--- src/rtl/dgp_pkg.sv ---
package dgp_pkg;

    typedef enum logic [2:0] {
        CL_ALU   = 3'd0,
        CL_LDST  = 3'd1,
        CL_SER   = 3'd2,
        CL_DIV   = 3'd3,
        CL_FIRST = 3'd4,
        CL_BR    = 3'd5,
        CL_RSV6  = 3'd6,
        CL_RSV7  = 3'd7
    } op_cls_e;

    typedef enum logic {
        ST_FILL = 1'b0,
        ST_HOLD = 1'b1
    } grp_state_e;

    localparam int CLS_W = 3;

endpackage

--- src/rtl/dgp_fit.sv ---
module dgp_fit
    import dgp_pkg::*;
#(
    parameter int NREG = 4,
    parameter int PW   = 3
) (
    input  op_cls_e         cls,
    input  logic [1:0]      span,
    input  logic [PW-1:0]   pos,
    output logic            fits,
    output logic [PW-1:0]   need,
    output logic            is_br
);

    logic [PW-1:0] span_ext;
    logic [PW-1:0] ldst_need;

    assign span_ext  = {{(PW-2){1'b0}}, span} + PW'(1);
    assign ldst_need = (span != 2'd0) ? PW'(2) : PW'(1);

    always_comb begin
        need  = '0;
        fits  = 1'b0;
        is_br = 1'b0;
        unique case (cls)
            CL_BR: begin
                is_br = 1'b1;
                fits  = 1'b1;
            end
            CL_SER: begin
                need = PW'(NREG);
                fits = (pos == '0);
            end
            CL_DIV: begin
                need = PW'(2);
                fits = (pos == '0);
            end
            CL_FIRST: begin
                need = PW'(1);
                fits = (pos == '0);
            end
            CL_LDST: begin
                need = ldst_need;
                fits = (int'(pos) + int'(ldst_need)) <= NREG;
            end
            default: begin
                need = span_ext;
                fits = (int'(pos) + int'(span_ext)) <= NREG;
            end
        endcase
    end

endmodule

--- src/rtl/dgp_place.sv ---
module dgp_place
    import dgp_pkg::*;
#(
    parameter int NSLOT = 5,
    parameter int TAGW  = 8,
    parameter int PW    = 3
) (
    input  logic                    take,
    input  logic                    is_br,
    input  op_cls_e                 cls,
    input  logic [TAGW-1:0]         tag,
    input  logic [PW-1:0]           pos,
    input  logic [PW-1:0]           need,
    input  logic [NSLOT-1:0]        base_v,
    input  logic [NSLOT*TAGW-1:0]   base_tag,
    input  logic [NSLOT*CLS_W-1:0]  base_cls,
    input  logic [NSLOT-1:0]        base_pipe,
    output logic [NSLOT-1:0]        nxt_v,
    output logic [NSLOT*TAGW-1:0]   nxt_tag,
    output logic [NSLOT*CLS_W-1:0]  nxt_cls,
    output logic [NSLOT-1:0]        nxt_pipe
);

    localparam int NREG = NSLOT - 1;

    for (genvar gi = 0; gi < NREG; gi++) begin : g_reg_slot
        logic hit;
        logic pipe2;
        logic mid_slot;

        assign mid_slot = (gi != 0) && (gi != NREG - 1);
        assign hit      = take && !is_br
                          && (gi >= int'(pos))
                          && (gi < int'(pos) + int'(need));
        assign pipe2    = (need == PW'(1)) ? mid_slot : (pos != '0);

        assign nxt_v[gi] = base_v[gi] | hit;
        assign nxt_tag[gi*TAGW +: TAGW] = hit ? tag : base_tag[gi*TAGW +: TAGW];
        assign nxt_cls[gi*CLS_W +: CLS_W] = hit ? cls : base_cls[gi*CLS_W +: CLS_W];
        assign nxt_pipe[gi] = hit ? ((cls == CL_LDST) && pipe2) : base_pipe[gi];
    end

    logic br_hit;
    assign br_hit = take && is_br;

    assign nxt_v[NREG] = base_v[NREG] | br_hit;
    assign nxt_tag[NREG*TAGW +: TAGW] = br_hit ? tag : base_tag[NREG*TAGW +: TAGW];
    assign nxt_cls[NREG*CLS_W +: CLS_W] = br_hit ? cls : base_cls[NREG*CLS_W +: CLS_W];
    assign nxt_pipe[NREG] = base_pipe[NREG];

endmodule

--- src/rtl/dgroup_packer.sv ---
module dgroup_packer
    import dgp_pkg::*;
#(
    parameter int NSLOT = 5,
    parameter int TAGW  = 8
) (
    input  logic                    clk,
    input  logic                    rst_n,
    input  logic                    in_valid,
    output logic                    in_ready,
    input  logic [2:0]              in_cls,
    input  logic [1:0]              in_span,
    input  logic [TAGW-1:0]         in_tag,
    input  logic                    flush_req,
    input  logic                    dsp_accept,
    output logic                    grp_valid,
    output logic [NSLOT-1:0]        slot_vld,
    output logic [NSLOT*TAGW-1:0]   slot_tag,
    output logic [NSLOT*CLS_W-1:0]  slot_cls,
    output logic [NSLOT-1:0]        slot_pipe
);

    localparam int NREG = NSLOT - 1;
    localparam int PW   = $clog2(NSLOT);

    grp_state_e                 state_q, state_d;
    logic [PW-1:0]              pos_q, pos_d, eff_pos;
    logic [NSLOT-1:0]           v_q, pipe_q, base_v, base_pipe, n_v, n_pipe;
    logic [NSLOT*TAGW-1:0]      tag_q, base_tag, n_tag;
    logic [NSLOT*CLS_W-1:0]     cls_q, base_cls, n_cls;
    logic                       clear, can_take, take, close, load;
    logic                       fits, is_br;
    logic [PW-1:0]              need;
    op_cls_e                    op_cls;

    assign op_cls = op_cls_e'(in_cls);

    dgp_fit #(.NREG(NREG), .PW(PW)) i_fit (
        .cls   (op_cls),
        .span  (in_span),
        .pos   (eff_pos),
        .fits  (fits),
        .need  (need),
        .is_br (is_br)
    );

    dgp_place #(.NSLOT(NSLOT), .TAGW(TAGW), .PW(PW)) i_place (
        .take      (take),
        .is_br     (is_br),
        .cls       (op_cls),
        .tag       (in_tag),
        .pos       (eff_pos),
        .need      (need),
        .base_v    (base_v),
        .base_tag  (base_tag),
        .base_cls  (base_cls),
        .base_pipe (base_pipe),
        .nxt_v     (n_v),
        .nxt_tag   (n_tag),
        .nxt_cls   (n_cls),
        .nxt_pipe  (n_pipe)
    );

    // State register
    always_ff @(posedge clk) begin
        if (!rst_n) begin
            state_q <= ST_FILL;
        end else begin
            state_q <= state_d;
        end
    end

    // Transition and handshake decisions
    always_comb begin
        clear    = 1'b0;
        can_take = 1'b0;
        unique case (state_q)
            ST_FILL: can_take = 1'b1;
            ST_HOLD: begin
                clear    = dsp_accept;
                can_take = dsp_accept;
            end
            default: can_take = 1'b0;
        endcase

        eff_pos   = clear ? '0 : pos_q;
        base_v    = clear ? '0 : v_q;
        base_tag  = clear ? '0 : tag_q;
        base_cls  = clear ? '0 : cls_q;
        base_pipe = clear ? '0 : pipe_q;

        in_ready = can_take && fits;
        take     = in_ready && in_valid;

        // CLOSE: branch placed, non-fitting op, or idle flush of a partial group
        close = (take && is_br)
              || (can_take && in_valid && !fits)
              || (can_take && !in_valid && flush_req && (eff_pos != '0));

        state_d = state_q;
        if (close) begin
            state_d = ST_HOLD;
        end else if (clear) begin
            state_d = ST_FILL;
        end

        pos_d = take ? (eff_pos + need) : eff_pos;
        load  = can_take;
    end

    // Group contents
    always_ff @(posedge clk) begin
        if (!rst_n) begin
            pos_q  <= '0;
            v_q    <= '0;
            tag_q  <= '0;
            cls_q  <= '0;
            pipe_q <= '0;
        end else if (load) begin
            pos_q  <= pos_d;
            v_q    <= n_v;
            tag_q  <= n_tag;
            cls_q  <= n_cls;
            pipe_q <= n_pipe;
        end
    end

    assign grp_valid = (state_q == ST_HOLD);
    assign slot_vld  = v_q;
    assign slot_tag  = tag_q;
    assign slot_cls  = cls_q;
    assign slot_pipe = pipe_q;

    // Assertions
    AST_HOLD_STABLE: assert property (@(posedge clk) disable iff (!rst_n)
        (grp_valid && !dsp_accept) |=> (grp_valid && $stable(slot_vld) && $stable(slot_tag)));
    AST_NO_READY_HELD: assert property (@(posedge clk) disable iff (!rst_n)
        (grp_valid && !dsp_accept) |-> !in_ready);
    AST_BR_LAST: assert property (@(posedge clk) disable iff (!rst_n)
        (grp_valid && slot_vld[NREG]) |-> (slot_cls[NREG*CLS_W +: CLS_W] == CL_BR));
    AST_PACKED: assert property (@(posedge clk) disable iff (!rst_n)
        grp_valid |-> ((slot_vld[NREG-1:0] & (slot_vld[NREG-1:0] + 1'b1)) == '0));
    AST_NOT_EMPTY: assert property (@(posedge clk) disable iff (!rst_n)
        grp_valid |-> (slot_vld != '0));

    for (genvar ai = 1; ai < NREG; ai++) begin : g_chk_first
        AST_FIRST_ONLY: assert property (@(posedge clk) disable iff (!rst_n)
            slot_vld[ai] |-> (slot_cls[ai*CLS_W +: CLS_W] != CL_FIRST));
    end

endmodule

--- config.mk ---
export PLATFORM = sky130hd
export DESIGN_NAME = dgroup_packer
export DESIGN_NICKNAME = d
export VERILOG_FILES = /design/src/rtl/dgp_pkg.sv /design/src/rtl/dgp_fit.sv /design/src/rtl/dgp_place.sv /design/src/rtl/dgroup_packer.sv
export SDC_FILE = /design/constraint.sdc
export NUM_CORES = 1
export LEC_CHECK = 0
export BUFFER_PORTS_ARGS = -buffer_cell sky130_fd_sc_hd__buf_2
export CAP_MARGIN = 20
export CORE_UTILIZATION = 35
export CTS_CLUSTER_SIZE = 8
export DETAILED_ROUTE_END_ITERATION = 8
export PLACE_DENSITY = 0.56
export SLEW_MARGIN = 10
export SYNTH_ARGS = -nofsm -noshare
export SYNTH_HDL_FRONTEND = slang
export SYNTH_SLANG_ARGS = --single-unit
--- constraint.sdc ---
create_clock -name clk -period 9.01 [get_ports clk]
set_input_delay 0 -clock clk [delete_from_list [all_inputs] [get_ports clk]]
set_output_delay 0 -clock clk [all_outputs]
set_load 0.01 [all_outputs]
# [Word-level counts from Yosys, hierarchy flattened]
# Index checks and enable logic that the tools add are counted.
[classes] n_addsub=5 n_lt_le_gt_ge=10 eq_ne=6 mux=30 n_bitwise=6 n_reduce_logical=39
[op_table] op="$le A32 B4 Y1 const B" n=2
[op_table] op="$lt A3 B32 Y1 const A" n=2
[op_table] op="$mux W40" n=1
[op_table] op="$mux W8" n=5
[op_table] op="$lt A1 B32 Y1 const A" n=1
[op_table] op="$lt A2 B32 Y1 const A" n=1
[op_table] op="$mux W3" n=7
[op_table] op="$logic_and A1 B1 Y1" n=19
[op_table] op="$mux W15" n=1
[op_table] op="$pmux W3 S5" n=1
[op_table] op="$reduce_bool A2 Y1" n=7
[op_table] op="$add A3 B3 Y4" n=3
[op_table] op="$mux W1" n=10
[op_table] op="$reduce_and A2 Y1" n=5
[op_table] op="$eq A3 B1 Y1 const B" n=2
[op_table] op="$eq A3 B2 Y1 const B" n=2
[op_table] op="$eq A3 B3 Y1 const B" n=2
[op_table] op="$ge A1 B3 Y1 const A" n=2
[op_table] op="$ge A2 B3 Y1 const A" n=2
[op_table] op="$mux W5" n=1
[op_table] op="$or A1 B1 Y1" n=5
[op_table] op="$mux W4" n=1
[op_table] op="$add A2 B1 Y3 const B" n=1
[op_table] op="$add A3 B3 Y3" n=1
[op_table] op="9 further kinds" n=12
[word_totals] ff_bits=68 out_inout_bits=67

# [Logic depth before layout (Yosys ltp)]
# Gate-level depths: netlist of run 1.
[logic_depth] depth_word=12 ltp_mapped=14 depth_no_buf=12

# [Cells and area by module]
# A second synthesis of run 1 with hierarchy kept.
[unflattened] hier_cells=534 area_unflattened_um2=4421.7
[by_module_without_submodules] mod="dgroup_packer" instances=1 cells_each=388 area_per_inst_um2=2935.3
[by_module_without_submodules] mod="dgp_place" instances=1 cells_each=100 area_per_inst_um2=1109.8
[by_module_without_submodules] mod="dgp_fit" instances=1 cells_each=46 area_per_inst_um2=376.6

# [Least setup slack after synthesis of run 1]
# No wires, ideal clock.
[synth_timing] path_kind="flip-flop to flip-flop" from="register state_q, in the netlist grp_valid" to="register pipe_q[3], in the netlist slot_pipe[3]" t_arrival_ps=3042 path_slack_ps=5847 stages_incl_launch_ff=13 n_path_buf=2 synth_period_minus_slack_ps=3163 path_cell_list="dfxtp_1 -> buf_2 -> nand2_1 -> clkbuf_1 -> and2_1 -> ha_1 -> fa_1 -> o21ai_0 -> nand2b_1 -> a21oi_1 -> nor3_4 -> nor4b_4 -> mux2_2"
[synth_between] elab_chain_cells=12 elab_cells_between_ends=24
[synth_lines] element="from (decl)" line="dgroup_packer.sv:26" source="grp_state_e state_q, state_d;"
[synth_lines] element="from (signal assigned)" line="dgroup_packer.sv:69" source="state_q <= state_d;"
[synth_lines] element="$mux W1" line="dgroup_packer.sv:77" source="unique case (state_q)"
[synth_lines] element="$mux W3" line="dgroup_packer.sv:86" source="eff_pos = clear ? '0 : pos_q;"
[synth_lines] element="$add A3 B3 Y4, on equally long branches" line="dgp_fit.sv:48, dgp_fit.sv:44"
[synth_lines] element="$le A32 B4 Y1, on equally long branches" line="dgp_fit.sv:48, dgp_fit.sv:44"
[synth_lines] element="$pmux W1 S3" line="dgp_fit.sv:25" source="unique case (cls)"
[synth_lines] element="$logic_and A1 B1 Y1" line="dgroup_packer.sv:92" source="in_ready = can_take && fits;"
[synth_lines] element="$logic_and A1 B1 Y1" line="dgroup_packer.sv:93" source="take = in_ready && in_valid;"
[synth_lines] element="$logic_and A1 B1 Y1" line="dgp_place.sv:32" source="assign hit = take && !is_br"
[synth_lines] element="$logic_and A1 B1 Y1" line="dgp_place.sv:33" source="&& (gi >= int'(pos))"
[synth_lines] element="$logic_and A1 B1 Y1" line="dgp_place.sv:34" source="&& (gi < int'(pos) + int'(need));"
[synth_lines] element="$reduce_bool A2 Y1 (no source line)"
[synth_lines] element="$reduce_and A2 Y1 (no source line)"
[synth_lines] element="to (signal assigned)" line="dgroup_packer.sv:124" source="pipe_q <= n_pipe;"
[synth_lines] element="to (decl)" line="dgroup_packer.sv:28" source="logic [NSLOT-1:0] v_q, pipe_q, base_v, base_pipe, n_v, n_pipe;"
# Several ways; a longest one is shown, not always the timed one.
# A chain may end at the register's enable or synchronous reset.

# [Worst setup path in the final report of run 1]
# Ends and elaborated chain as after synthesis.

==> results of run 1 <==
## Yosys cell counts, types with 2 or more instances
library cell,n,area (um2)
sky130_fd_sc_hd__dfxtp_1,68,1361
sky130_fd_sc_hd__nand3_1,55,275.3
sky130_fd_sc_hd__mux2i_1,47,470.5
sky130_fd_sc_hd__nand2_1,32,120.1
sky130_fd_sc_hd__clkbuf_1,16,60.06
sky130_fd_sc_hd__a21boi_0,15,112.6
sky130_fd_sc_hd__nor2_1,14,52.55
sky130_fd_sc_hd__ha_1,10,125.1
sky130_fd_sc_hd__o21ai_0,9,45.04
sky130_fd_sc_hd__and2_1,7,43.79
sky130_fd_sc_hd__inv_1,6,22.52
sky130_fd_sc_hd__nor2b_1,6,37.54
sky130_fd_sc_hd__a21oi_1,5,25.02
sky130_fd_sc_hd__and3_1,3,18.77
sky130_fd_sc_hd__buf_6,3,33.78
sky130_fd_sc_hd__fa_1,3,60.06
sky130_fd_sc_hd__nand2b_1,3,18.77
sky130_fd_sc_hd__a21o_1,2,15.01
sky130_fd_sc_hd__a32o_1,2,20.02
sky130_fd_sc_hd__buf_2,2,10.01
sky130_fd_sc_hd__nor3_1,2,10.01
sky130_fd_sc_hd__o211ai_1,2,15.01
sky130_fd_sc_hd__o21a_1,2,15.01
sky130_fd_sc_hd__xnor2_1,2,17.52
## layout make-up
| cell class | count | area, um2 |
|---|---|---|
| clock buffer | 11 | 141.4 |
| fill | 894 | 4925 |
| timing repair buffer | 96 | 538.0 |
| sequential | 68 | 1361 |
| clock inverter | 5 | 27.53 |
| tap | 108 | 135.1 |
| inverter | 6 | 22.52 |
| multi-input combinational | 240 | 1698 |
## registers in the layout, indices dropped and copies added, names as in the netlist
signal and cells:
slot_tag 40, slot_cls 15, slot_pipe 4, pos_q 3, slot_vld 5, grp_valid 1
## per-layer routing
metal	part of all wire [%]	wire [um]
met1	49	4131
met2	44	3737
met3	4.8	410
met4	2.1	176
met5	0	0
## cell families (layout without fill, tap and decap cells)
kind of cell             Yosys count  after routing  share of synthesized area [%]
AO/OA/AOI/OAI                     48             48                          10.73
XOR/XNOR                           2              2                         0.5423
adder cells (fa/ha/maj)           13             13                          5.732
buffers and inverters             31            118                          5.383
flip-flops                        68             68                          42.14
multiplexers                      48             48                          14.91
other                              1              1                         0.1161
AND/OR/NAND/NOR                  128            128                          20.45
## worst max-delay path: cells and delay by family, from the launching register on
family	cells	cell delay, ns
AND/OR/NAND/NOR	5	1.42
adder cells (fa/ha/maj)	2	0.68
flip-flops	1	0.53
AO/OA/AOI/OAI	2	0.42
multiplexers	1	0.42
## per-stage QoR
stage               hold WS, ns  cells  utilization [%]  total power (uW)  area (um2)
CTS                      0.1139    534            44.34             736.3        3924
global route             0.1389    534            44.34             769.4        3924
global placement         0.2725    508            41.30             511.8        3655
floorplan                0.1449    339                -             467.7        3231
detailed placement       0.2834    508            41.30             513.2        3655
finish                   0.1255    534            44.34             728.9        3924
## what timing repair did
item                                   CTS  global route
setup endpoints to repair                0             0
hold buffers                            10             0
endpoints found under the hold margin    9             0
## worst paths after layout
check | from | cells after the start | end
setup reg to reg | grp_valid$_SDFFE_PN0P_ | 10 | slot_pipe[3]$_SDFFE_PN0P_
hold reg to reg | slot_pipe[1]$_SDFFE_PN0P_ | 2 | slot_pipe[1]$_SDFFE_PN0P_
setup / recovery | grp_valid$_SDFFE_PN0P_ | 10 | slot_pipe[3]$_SDFFE_PN0P_
hold / removal | in_cls[2] | 3 | slot_cls[8]$_SDFFE_PN0P_
## power groups by stage
| stage | registers [uW] | logic [uW] | clock network, uW |
|---|---|---|---|
| 2_1_floorplan | 351 | 116 | 0 |
| 3_3_place_gp | 344 | 168 | 0 |
| 3_5_place_dp | 344 | 169 | 0 |
| 4_1_cts | 337 | 174 | 225 |
| 5_1_grt | 340 | 191 | 238 |
| 6_report | 338 | 174 | 217 |
==> results, run 1 <==
- Routability-driven placement finished with a final weighted congestion of 0.8305.
- At the placement stage, the worst setup path has a slack of 5.444 ns.
- In the layout the commonest cells are sky130_fd_sc_hd__buf_2, sky130_fd_sc_hd__dfxtp_1, sky130_fd_sc_hd__nand3_1.
- The worst ir drop on vdd is 0.1007 mV.
- The final routed wirelength across all metal layers is 8456 um.
- The flow ran to the end, but the final reports show violations.
- The part of the cycle the worst path needs is 39.84%.
- Gates resized during post-CTS repair numbered 0.
- The final net count is 452.
- The core region is 8848 um2.
- In this run the number of H-tree levels came out at 3.
- The total nets after synthesis is 370.
- The tool flagged a number of max-cap violations equal to 0.
- The max-slew headroom at the worst pin is 31.38%.
- The first global-routing pass estimated 13340 um of wire.
- The fraction of layout cells with a size suffix above 1 is 25.59%.
- In this run the worst hold path is classified as input pin to flop.
- Per report_power, the clock group accounts for 29.8% of the total.
- The number of global-route vias before repair is 2608.
- The kind of start point of the critical path is a flop.
- The count of nets left with antenna violations once routing finished came out at 0.
- The count of inserted antenna diode cells is 0.
- The total global-route track usage is 17.86%.
- The longest individual stage delay on the worst path is 0.90 ns.
- Based on the critical path, the design can be clocked at up to 278.6 MHz.
- The first detailed-routing pass ran for 8 iterations.
- The power density of the placed cells is 185.8 nW/um2.
- The net load switching power is 227.6 uW.
- Setup repair after global routing left no endpoint under its margin.
- The logic gate share of total power is 23.9%.
- Yosys mapped the design onto 47 distinct sky130hd cell types.
- Setup violations remaining at the end of the flow were counted as 0.
- The synthesis-to-layout area growth is 21.46%.
- Global routing used 24.47% of the available met1 tracks.
- The share of async-settable or async-resettable flops after synthesis is 0%.
- The transition at the pin with the smallest max-transition slack is 1.025 ns.
- The longest clock path from root to sink contains 2 buffers.
- The primary flip-flop cell chosen by synthesis mapping is sky130_fd_sc_hd__dfxtp_1.
- The data required time of the critical path is 9.23 ns.
- The internal power of the cells totals 501.3 uW.
- Walking the worst path, the cells encountered are nand2_2 > and2_1 > ha_1 > fa_1 > o21ai_0 > nand2b_1 > a21oi_1 > nor3_4 > nor4b_4 > mux2_2.
- The count of state elements after synthesis is 68.
- Leaving out fill and tap cells, the most frequent cell in the layout is sky130_fd_sc_hd__buf_2.
- The classification of the worst setup path is flop to flop.
- The cell count after synthesis is 339.
- The number of primary I/O pins is 85.
- In this run, the number of DRC markers left after iteration 0 of detailed routing was 156.
- The clock network latency to the later pin of the worst-skew pair is 0.33 ns.
- The synthesized design contains 0 enable-type register cells.
- STA classifies the critical path endpoint as a flop.
- The count of standard-cell rows is 34.
- The register share of total power is 46.3%.
- The cell area after synthesis is 3231 um2.
- The post-detailed-route DRC marker count is 10.
- The number of buffers inserted during clock tree synthesis is 9.
- The routed design could run at a clock period as short as 3.590 ns.
- The number of max-slew violations in the final report came to 0.
- For met3 alone, demand over resource in global routing was 4.581%.
- In this run the mean area of a mapped cell was 9.530 um2.
- The tree is rooted in a sky130_fd_sc_hd__clkbuf_8.
- The average vias per placed instance is 5.127.
- The slowest library cell on the worst path is sky130_fd_sc_hd__nor4b_4.
- The detailed router placed 2738 vias in this run.
- Adding up every negative setup slack in the final design gives 0 ns.
- The starting density of the core is 36.51%.
- For this run the aggregate overflow at the end of global routing stands at 0.
- The count of endpoints failing hold in the final timing report is 0.
- The height of the die is 98.08 um.
- After detailed routing, the average wire length per cell comes to 15.84 um.
- The checks that failed: design-rule violations.
- The worst path meets setup with 5.420 ns of slack.
- For this run, global-route usage on met2 was measured as 26.81%.
- The tree built by TritonCTS fans out to 68 sinks.
- Clock-pin slew was measured on the worst setup and hold paths at 0.07 ns.
- The static leakage is 0.001862 uW.
- The detailed placer's ending HPWL is 5645 um.
- The pin count of the biggest net entering global routing is 79.
- The TritonCTS clock tree is done.
- The total die area is 9619 um2.
- The number of post-CTS setup repair buffers is 0.
- The largest driver fanout on the critical path is 13.
- The sequential area share after synthesis is 42.14%.
- The worst clock skew on the final layout is 0.006679 ns.
- During synthesis, Yosys emitted a total of 0 warnings.
- Data on the critical path arrives at its endpoint at 3.81 ns.
- From left edge to right edge, the die measures 98.08 um.
- The count of input and output buffers is 83.
- The proportion of total power due to net switching is 31.22%.
- The initial antenna violation count is 0.
- The worst register-to-register path has a setup slack of 5.42 ns.
- The layer flagged by global routing as most heavily used is met2.
(Power assumes the default switching activity.)
==> run 2: changes to the inputs <==
- PLACE_DENSITY: 0.56 -> 0.58
- clock period: 9.01 -> 2.9 ns (I/O delays scaled with it)
==> run 2 against run 1 <==
  * The run still ends with design-rule violations left
  * Power grew to 3.2 times the previous value
  * Highest routed layer unchanged
  * Non-clock buffer count up 24
  * Critical path depth is 2 higher
  * Wire length up 2.1%
  * Setup slack lost 5.3 ns
  * Via count increased by 4.5%
==> results, run 2 (synthesis gave the netlist of run 1 again) <==
- Status: finished, violations left (unchanged).
- Violated checks: design-rule violations (unchanged).
- The routability-driven placement congestion ratio came to 0.8207 (was 0.8305).
- The total global-route track usage was 18.63% (was 17.86%).
- The height of the die came to 98.08 um (unchanged).
- The final antenna-violating net count is 0 (unchanged).
- The count of placed standard cells in the final layout, fillers left out came to 558 (was 534).
- The classification of the worst setup path is flop to flop (unchanged).
- The instance count along the most critical hold path is 3 (unchanged).
- The data arrival time of the critical path was 3.01 ns (was 3.81 ns).
- The total instance count after detailed placement is 530 (was 508).
- The final routed wirelength across all metal layers is 8636 um (was 8456 um).
- The element type at the critical path end is a flop (unchanged).
- The share of the core filled with cells came to 46.95% (was 44.34%).
- The total die area is 9619 um2 (unchanged).
- The count of input and output buffers is 83 (unchanged).
- The path class of the lowest-slack min-delay path is input pin to flop (unchanged).
- The number of global-route vias before repair is 2684 (was 2608).
- The launch point of the worst reg-to-reg path is grp_valid$_SDFFE_PN0P_ (unchanged).
- The number of flip-flops in the largest register came to 40 (unchanged).
- The timing-limited maximum frequency is 364.5 MHz (was 278.6 MHz).
- The number of clock sinks seen by CTS was 68 (unchanged).
- The max-slew headroom at the worst pin was 58.86% (was 31.38%).
- The max-cap check violation count is 0 (unchanged).
- The starting density of the core came to 36.51% (unchanged).
- The depth of the CTS H-tree is 3 (unchanged).
- The kind of start point of the critical path is a flop (unchanged).
- The worst reg2reg path depth is 12 (was 10).
- The detail-routed net length per standard cell is 15.48 um (was 15.84 um).
- The number of primary I/O pins is 85 (unchanged).
- The average vias per placed instance is 5.129 (was 5.127).
- The capturing point of the worst reg2reg path is slot_tag[13]$_SDFFE_PN0P_ (was slot_pipe[3]$_SDFFE_PN0P_).
- The count of endpoints failing setup in the final report is 0 (unchanged).
- The detailed placer's ending HPWL was 6204 um (was 5645 um).
- The synthesis-to-layout area growth is 28.58% (was 21.46%).
- The minimum clock period after layout is 2.743 ns (was 3.590 ns).
- The post-detailed-route DRC marker count is 4 (was 10).
- The fraction of layout cells with a size suffix above 1 is 30.44% (was 25.59%).
- The horizontal extent of the die was 98.08 um (unchanged).
- The count of endpoints failing hold in the final timing report came to 0 (unchanged).
- The DRC marker count from the first detailed-route iteration is 86 (was 156).
- The final net count was 476 (was 452).
- The count of standard-cell rows is 34 (unchanged).
- The pin count of the biggest net entering global routing is 34 (was 79).
- The power density of the placed cells came to 568.7 nW/um2 (was 185.8 nW/um2).
- The number of buffers inserted during clock tree synthesis is 9 (unchanged).
- The TritonCTS clock tree is done (unchanged).
- Most used cells in the layout excluding fill and tap cells: sky130_fd_sc_hd__buf_2, sky130_fd_sc_hd__dfxtp_1, sky130_fd_sc_hd__nand3_1 (unchanged).
- The part of the cycle the worst path needs is 94.60% (was 39.84%).
- The number of max-slew violations in the final report is 0 (unchanged).
- The CTS clock-pin slew for the worst setup and hold paths is 0.08 ns (was 0.07 ns).
- The largest driver fanout on the critical path was 11 (was 13).
- The floorplan core area is 8848 um2 (unchanged).
- The via count is 2862 (was 2738).
- The setup slack of the most critical reg-to-reg path is 0.16 ns (was 5.42 ns).
- The number of buffers on the longest clock path is 2 (unchanged).
- The placement-stage cell area is 3854 um2 (was 3655 um2).
- The count of inserted antenna diode cells is 0 (unchanged).
- The initial antenna violation count is 0 (unchanged).
- The start point of the worst min-delay path is in_cls[0] (was in_cls[2]).
- The final design area excluding fillers is 4154 um2 (was 3924 um2).
- The clock network latency to the later pin of the worst-skew pair is 0.34 ns (was 0.33 ns).
- The hold-critical path endpoint is slot_cls[9]$_SDFFE_PN0P_ (was slot_cls[8]$_SDFFE_PN0P_).
- The worst ir drop on vdd was 0.3345 mV (was 0.1007 mV).
- The static leakage is 0.001990 uW (was 0.001862 uW).
- The global-route wire length before repair is 14060 um (was 13340 um).
- The transition at the pin with the smallest max-transition slack is 0.6171 ns (was 1.025 ns).
- The most frequent standard cell in the layout excluding fill and tap cells is sky130_fd_sc_hd__buf_2 (unchanged).
- The worst clock skew on the final layout is 0.008103 ns (was 0.006679 ns).
- The cell chosen for the clock root was sky130_fd_sc_hd__clkbuf_8 (unchanged).
- The overflow left after global routing is 0 (unchanged).
- The first-pass detailed-route iteration total is 6 (was 8).
- The data required time of the critical path came to 3.16 ns (was 9.23 ns).
[run 2: changes by cell type in the layout (fill, tap and decap cells not counted), sizes merged]
cell / delta
buf: +24
inv: +1
clkbuf: -2
clkinvlp: +1
[run 2: cell type report]
type / instances / area (um2)
clock inverter: 7 / 51.30
fill: 871 / 4695
inverter: 6 / 22.52
clock buffer: 9 / 123.9
multi-input combinational: 240 / 1715
tap: 108 / 135.1
sequential: 68 / 1363
timing repair buffer: 120 / 743.2
[run 2: metal layers]
metal	share of wire, %	vias to the layer above	global-route usage [%]
met3	5.0	4	3.794
met5	0	-	0
met2	48	80	30.39
met4	0.49	0	5.012
li1	-	1399	-
met1	47	1379	25.02
[run 2: how the worst max path moves through the flow]
stage                                       from                         to
after floorplan           grp_valid$_SDFFE_PN0P_  slot_cls[10]$_SDFFE_PN0P_
after global placement    grp_valid$_SDFFE_PN0P_  slot_pipe[3]$_SDFFE_PN0P_
after detailed placement  grp_valid$_SDFFE_PN0P_  slot_pipe[3]$_SDFFE_PN0P_
after CTS                 grp_valid$_SDFFE_PN0P_  slot_tag[13]$_SDFFE_PN0P_
after global routing      grp_valid$_SDFFE_PN0P_  slot_tag[13]$_SDFFE_PN0P_
final                     grp_valid$_SDFFE_PN0P_  slot_tag[13]$_SDFFE_PN0P_
[run 2: power by group]
| part | switching, uW | internal [uW] |
|---|---|---|
| Combinational | 339 | 278 |
| Clock | 391 | 313 |
| Sequential | 37.3 | 1000 |
| Total | 767 | 1600 |
[run 2: critical path, cell delays in order, from the launching register on]
cell and delay (ns):
sky130_fd_sc_hd__dfxtp_2 0.33, sky130_fd_sc_hd__nand2_2 0.06, sky130_fd_sc_hd__and2_1 0.19, sky130_fd_sc_hd__buf_4 0.14, sky130_fd_sc_hd__ha_1 0.22, sky130_fd_sc_hd__fa_1 0.40, sky130_fd_sc_hd__or2_2 0.30, sky130_fd_sc_hd__a21oi_2 0.22
sky130_fd_sc_hd__buf_4 0.16, sky130_fd_sc_hd__nor2b_1 0.21, sky130_fd_sc_hd__nor3_4 0.09, sky130_fd_sc_hd__buf_12 0.17, sky130_fd_sc_hd__mux2i_1 0.18
[run 2: through the flow]
stage	setup slack (ns)	hold WS [ns]	TNS (ns)	power, uW
2_1_floorplan	0.005299	0.1449	0	1460
3_3_place_gp	-0.2005	0.2667	-0.8841	1650
3_5_place_dp	-0.2621	0.2752	-1.937	1661
4_1_cts	0.09203	0.09534	0	2376
5_1_grt	-0.008935	0.1031	-0.008935	2483
6_report	0.1566	0.1129	0	2362
[run 2: timing repair]
action	CTS	global route
hold buffers	10	0
resized for setup	0	2
buffers inserted	2	0
hold endpoints to repair	9	0
pin swaps	1	0
setup endpoints to repair	13	12
==> run 3: changes to the inputs <==
- MAX_ROUTING_LAYER: unset -> met4
==> run 3 against run 2 <==
  * The flow still finishes with violations (design-rule violations)
  * Setup slack gained 0.0097 ns
  * Combinational power decreased by 6.0%
  * First-iteration DRC count up 53%
  * Wire length is 3.9% lower
  * Worst hold slack worse by 0.0030 ns
  * Sequential cell count unchanged
  * Critical path depth is 1 lower
  * Utilization is 0.91 points lower
==> results, run 3 (synthesis gave the netlist of run 1 again) <==
- The internal cell power was 1762 uW (was 1596 uW).
- The number of buffers on the longest clock path is 2 (unchanged).
- The average vias per placed instance is 5.170 (was 5.129).
- The detail-routed net length per standard cell is 15.38 um (was 15.48 um).
- The worst clock skew on the final layout was 0.008572 ns (was 0.008103 ns).
- The global-route wire length before repair came to 13660 um (was 14060 um).
- Violated checks: design-rule violations (unchanged).
- The count of endpoints failing setup in the final report is 0 (unchanged).
- The setup slack of the most critical reg-to-reg path is 0.17 ns (was 0.16 ns).
- The clock network latency to the later pin of the worst-skew pair came to 0.34 ns (about the same).
- The cell chosen for the clock root is sky130_fd_sc_hd__clkbuf_8 (unchanged).
- The max-cap check violation count came to 0 (unchanged).
- The most frequent standard cell in the layout excluding fill and tap cells is sky130_fd_sc_hd__buf_2 (unchanged).
- The portion of total power attributed to the clock network is 34.5% (was 29.8%).
- The TritonCTS clock tree is done (unchanged).
- The longest individual stage delay on the worst path is 0.45 ns (was 0.40 ns).
- The total global-route track usage came to 18.55% (was 18.63%).
- The CTS clock-pin slew for the worst setup and hold paths is 0.07 ns (was 0.08 ns).
- The max-slew headroom at the worst pin is 57.11% (was 58.86%).
- The transition at the pin with the smallest max-transition slack is 0.6433 ns (was 0.6171 ns).
- The count of placed standard cells in the final layout, fillers left out is 540 (was 558).
- The data required time of the critical path is 3.16 ns (about the same).
- Status: finished, violations left (unchanged).
- The number of flip-flops in the largest register is 40 (unchanged).
- The count of standard-cell rows is 34 (unchanged).
- The final routed wirelength across all metal layers is 8303 um (was 8636 um).
- The initial antenna violation count came to 0 (unchanged).
- The path class of the lowest-slack min-delay path was input pin to flop (unchanged).
- CP Cell Sequence: nand2_2 > and2_1 > ha_1 > fa_1 > nor2_1 > o2111ai_1 > a21oi_2 > nor3_4 > nor4b_4 > buf_4 > mux2i_1 (was nand2_2 > and2_1 > buf_4 > ha_1 > fa_1 > or2_2 > a21oi_2 > buf_4 > nor2b_1 > nor3_4 > buf_12 > mux2i_1).
- The register share of total power is 42.1% (was 44.1%).
- The source of the critical timing path is grp_valid$_SDFFE_PN0P_ (unchanged).
- The capturing point of the worst reg2reg path is slot_tag[27]$_SDFFE_PN0P_ (was slot_tag[13]$_SDFFE_PN0P_).
- The post-detailed-route DRC marker count is 4 (unchanged).
- The horizontal extent of the die was 98.08 um (unchanged).
- The floorplan core area is 8848 um2 (unchanged).
- The depth of the CTS H-tree is 3 (unchanged).
- The classification of the worst setup path is flop to flop (unchanged).
- The part of the cycle the worst path needs was 94.26% (was 94.60%).
- The total design power is 2478 uW (was 2362 uW).
- The first-pass detailed-route iteration total is 7 (was 6).
- The final antenna-violating net count is 0 (unchanged).
- The slowest library cell on the worst path is sky130_fd_sc_hd__fa_1 (unchanged).
- The data arrival time of the critical path is 3.00 ns (was 3.01 ns).
- Most used cells in the layout excluding fill and tap cells: sky130_fd_sc_hd__buf_2, sky130_fd_sc_hd__dfxtp_1, sky130_fd_sc_hd__nand3_1 (unchanged).
- The synthesis-to-layout area growth was 26.10% (was 28.58%).
- The via count is 2792 (was 2862).
- The fill cell total of the finished layout is 885 (was 871).
- The worst ir drop on vdd was 0.2851 mV (was 0.3345 mV).
- The number of global-route vias before repair is 2751 (was 2684).
- The number of max-slew violations in the final report was 0 (unchanged).
- The kind of start point of the critical path is a flop (unchanged).
- The pin count of the biggest net entering global routing is 62 (was 34).
- The total die area is 9619 um2 (unchanged).
- The count of inserted antenna diode cells was 0 (unchanged).
- The area taken by multi-input logic gates came to 1707 um2 (was 1715 um2).
- The routability-driven placement congestion ratio is 0.8500 (was 0.8207).
- The count of input and output buffers is 83 (unchanged).
- The final net count came to 459 (was 476).
- The termination of the worst setup path is slot_tag[27]$_SDFFE_PN0P_ (was slot_tag[13]$_SDFFE_PN0P_).
- The start point of the worst min-delay path is dsp_accept (was in_cls[0]).
- The largest driver fanout on the critical path is 8 (was 11).
- The power density of the placed cells is 608.2 nW/um2 (was 568.7 nW/um2).
- The DRC marker count from the first detailed-route iteration is 132 (was 86).
- The starting density of the core was 36.51% (unchanged).
- The timing-limited maximum frequency came to 365.8 MHz (was 364.5 MHz).
- The worst reg2reg path depth came to 11 (was 12).
- The worst hold slack after final layout is 0.1099 ns (was 0.1129 ns).
- The launch point of the worst reg-to-reg path is grp_valid$_SDFFE_PN0P_ (unchanged).
- The fraction of layout cells with a size suffix above 1 is 27.31% (was 30.44%).
- Setup repair after global routing left no endpoint under its margin.
- The logic gate share of total power came to 23.4% (was 26.1%).
- The number of clock sinks seen by CTS was 68 (unchanged).
- The total instance count after detailed placement was 515 (was 530).
- The register area is 1363 um2 (unchanged).
- The minimum clock period after layout came to 2.734 ns (was 2.743 ns).
- The number of primary I/O pins was 85 (unchanged).
- The net load switching power came to 716.1 uW (was 766.9 uW).
- The count of endpoints failing hold in the final timing report is 0 (unchanged).
- The overflow left after global routing is 0 (unchanged).
- The proportion of total power due to net switching was 28.90% (was 32.46%).
- The detailed placer's ending HPWL is 5897 um (was 6204 um).
- The height of the die is 98.08 um (unchanged).
- The static leakage was 0.001933 uW (was 0.001990 uW).
- The final total negative setup slack was 0 ns (unchanged).
- The number of buffers inserted during clock tree synthesis is 9 (unchanged).
- The element type at the critical path end was a flop (unchanged).
==> run 3: changes by cell type in the layout (fill, tap and decap cells not counted), sizes merged <==
cell      change
clkinv        -2
bufinv        +2
clkbuf        +2
inv           -1
buf          -17
clkinvlp      -2
==> run 3: through the flow <==
| step | setup slack (ns) | cell area (um2) | utilization [%] |
|---|---|---|---|
| after floorplan | 0.005299 | 3258 | - |
| after global placement | 0.1708 | 3754 | 42.42 |
| after detailed placement | 0.06875 | 3754 | 42.42 |
| after CTS | 0.1037 | 4069 | 45.98 |
| after global routing | 0.009110 | 4074 | 46.04 |
| final | 0.1663 | 4074 | 46.04 |
==> run 3: worst max-delay path, delay by kind of cell, from the launching register on <==
family / cells / cell delay (ns)
buffers and inverters: 1 / 0.27
muxes: 1 / 0.21
and+or+nand+nor: 5 / 0.81
DFF: 1 / 0.34
adders and majority gates: 2 / 0.66
AOI/OAI and AO/OA: 2 / 0.36
==> run 3: area by class of cell <==
cell class,instances,area share (%)
multi-input combinational,240,41.89
sequential,68,33.45
clock buffer,11,3.471
tap,108,3.317
clock inverter,4,1.812
inverter,6,0.5528
timing repair buffer,103,15.51
==> run 3: power by group through the flow <==
stage	clock [uW]	sequential [uW]	combinational, uW
floorplan	0	1090	367
global placement	0	1060	555
detailed placement	0	1060	567
CTS	873	1040	579
global route	919	1050	634
finish	854	1040	580
==> run 3: routing by layer <==
| metal | vias up | part of all wire, % | routed length (um) | global-route usage [%] |
|---|---|---|---|---|
| li1 | 1360 | - | - | - |
| met1 | 1329 | 47 | 3926 | 23.82 |
| met2 | 93 | 45 | 3716 | 27.90 |
| met3 | 10 | 6.4 | 534 | 5.583 |
| met4 | 0 | 1.5 | 125 | 5.711 |
| met5 | - | 0 | 0 | - |
==> run 3: worst min-delay path by stage <==
stage                           endpoint  slack (ns)  cells after the start
2_1_floorplan  slot_tag[33]$_SDFFE_PN0P_        0.14                      2
6_report           pos_q[2]$_SDFFE_PN0N_        0.11                      4
4_1_cts            pos_q[2]$_SDFFE_PN0N_        0.10                      4
3_3_place_gp   slot_tag[33]$_SDFFE_PN0P_        0.27                      3
3_5_place_dp   slot_tag[32]$_SDFFE_PN0P_        0.28                      3
5_1_grt         slot_cls[1]$_SDFFE_PN0P_        0.14                      3
==> run 3: what timing repair did <==
action | CTS | global route
endpoints found under the setup margin | 0 | 9
endpoints found under the hold margin | 9 | 0
setup buffers | 0 | 0
resized for setup | 0 | 2
hold buffers | 10 | 0
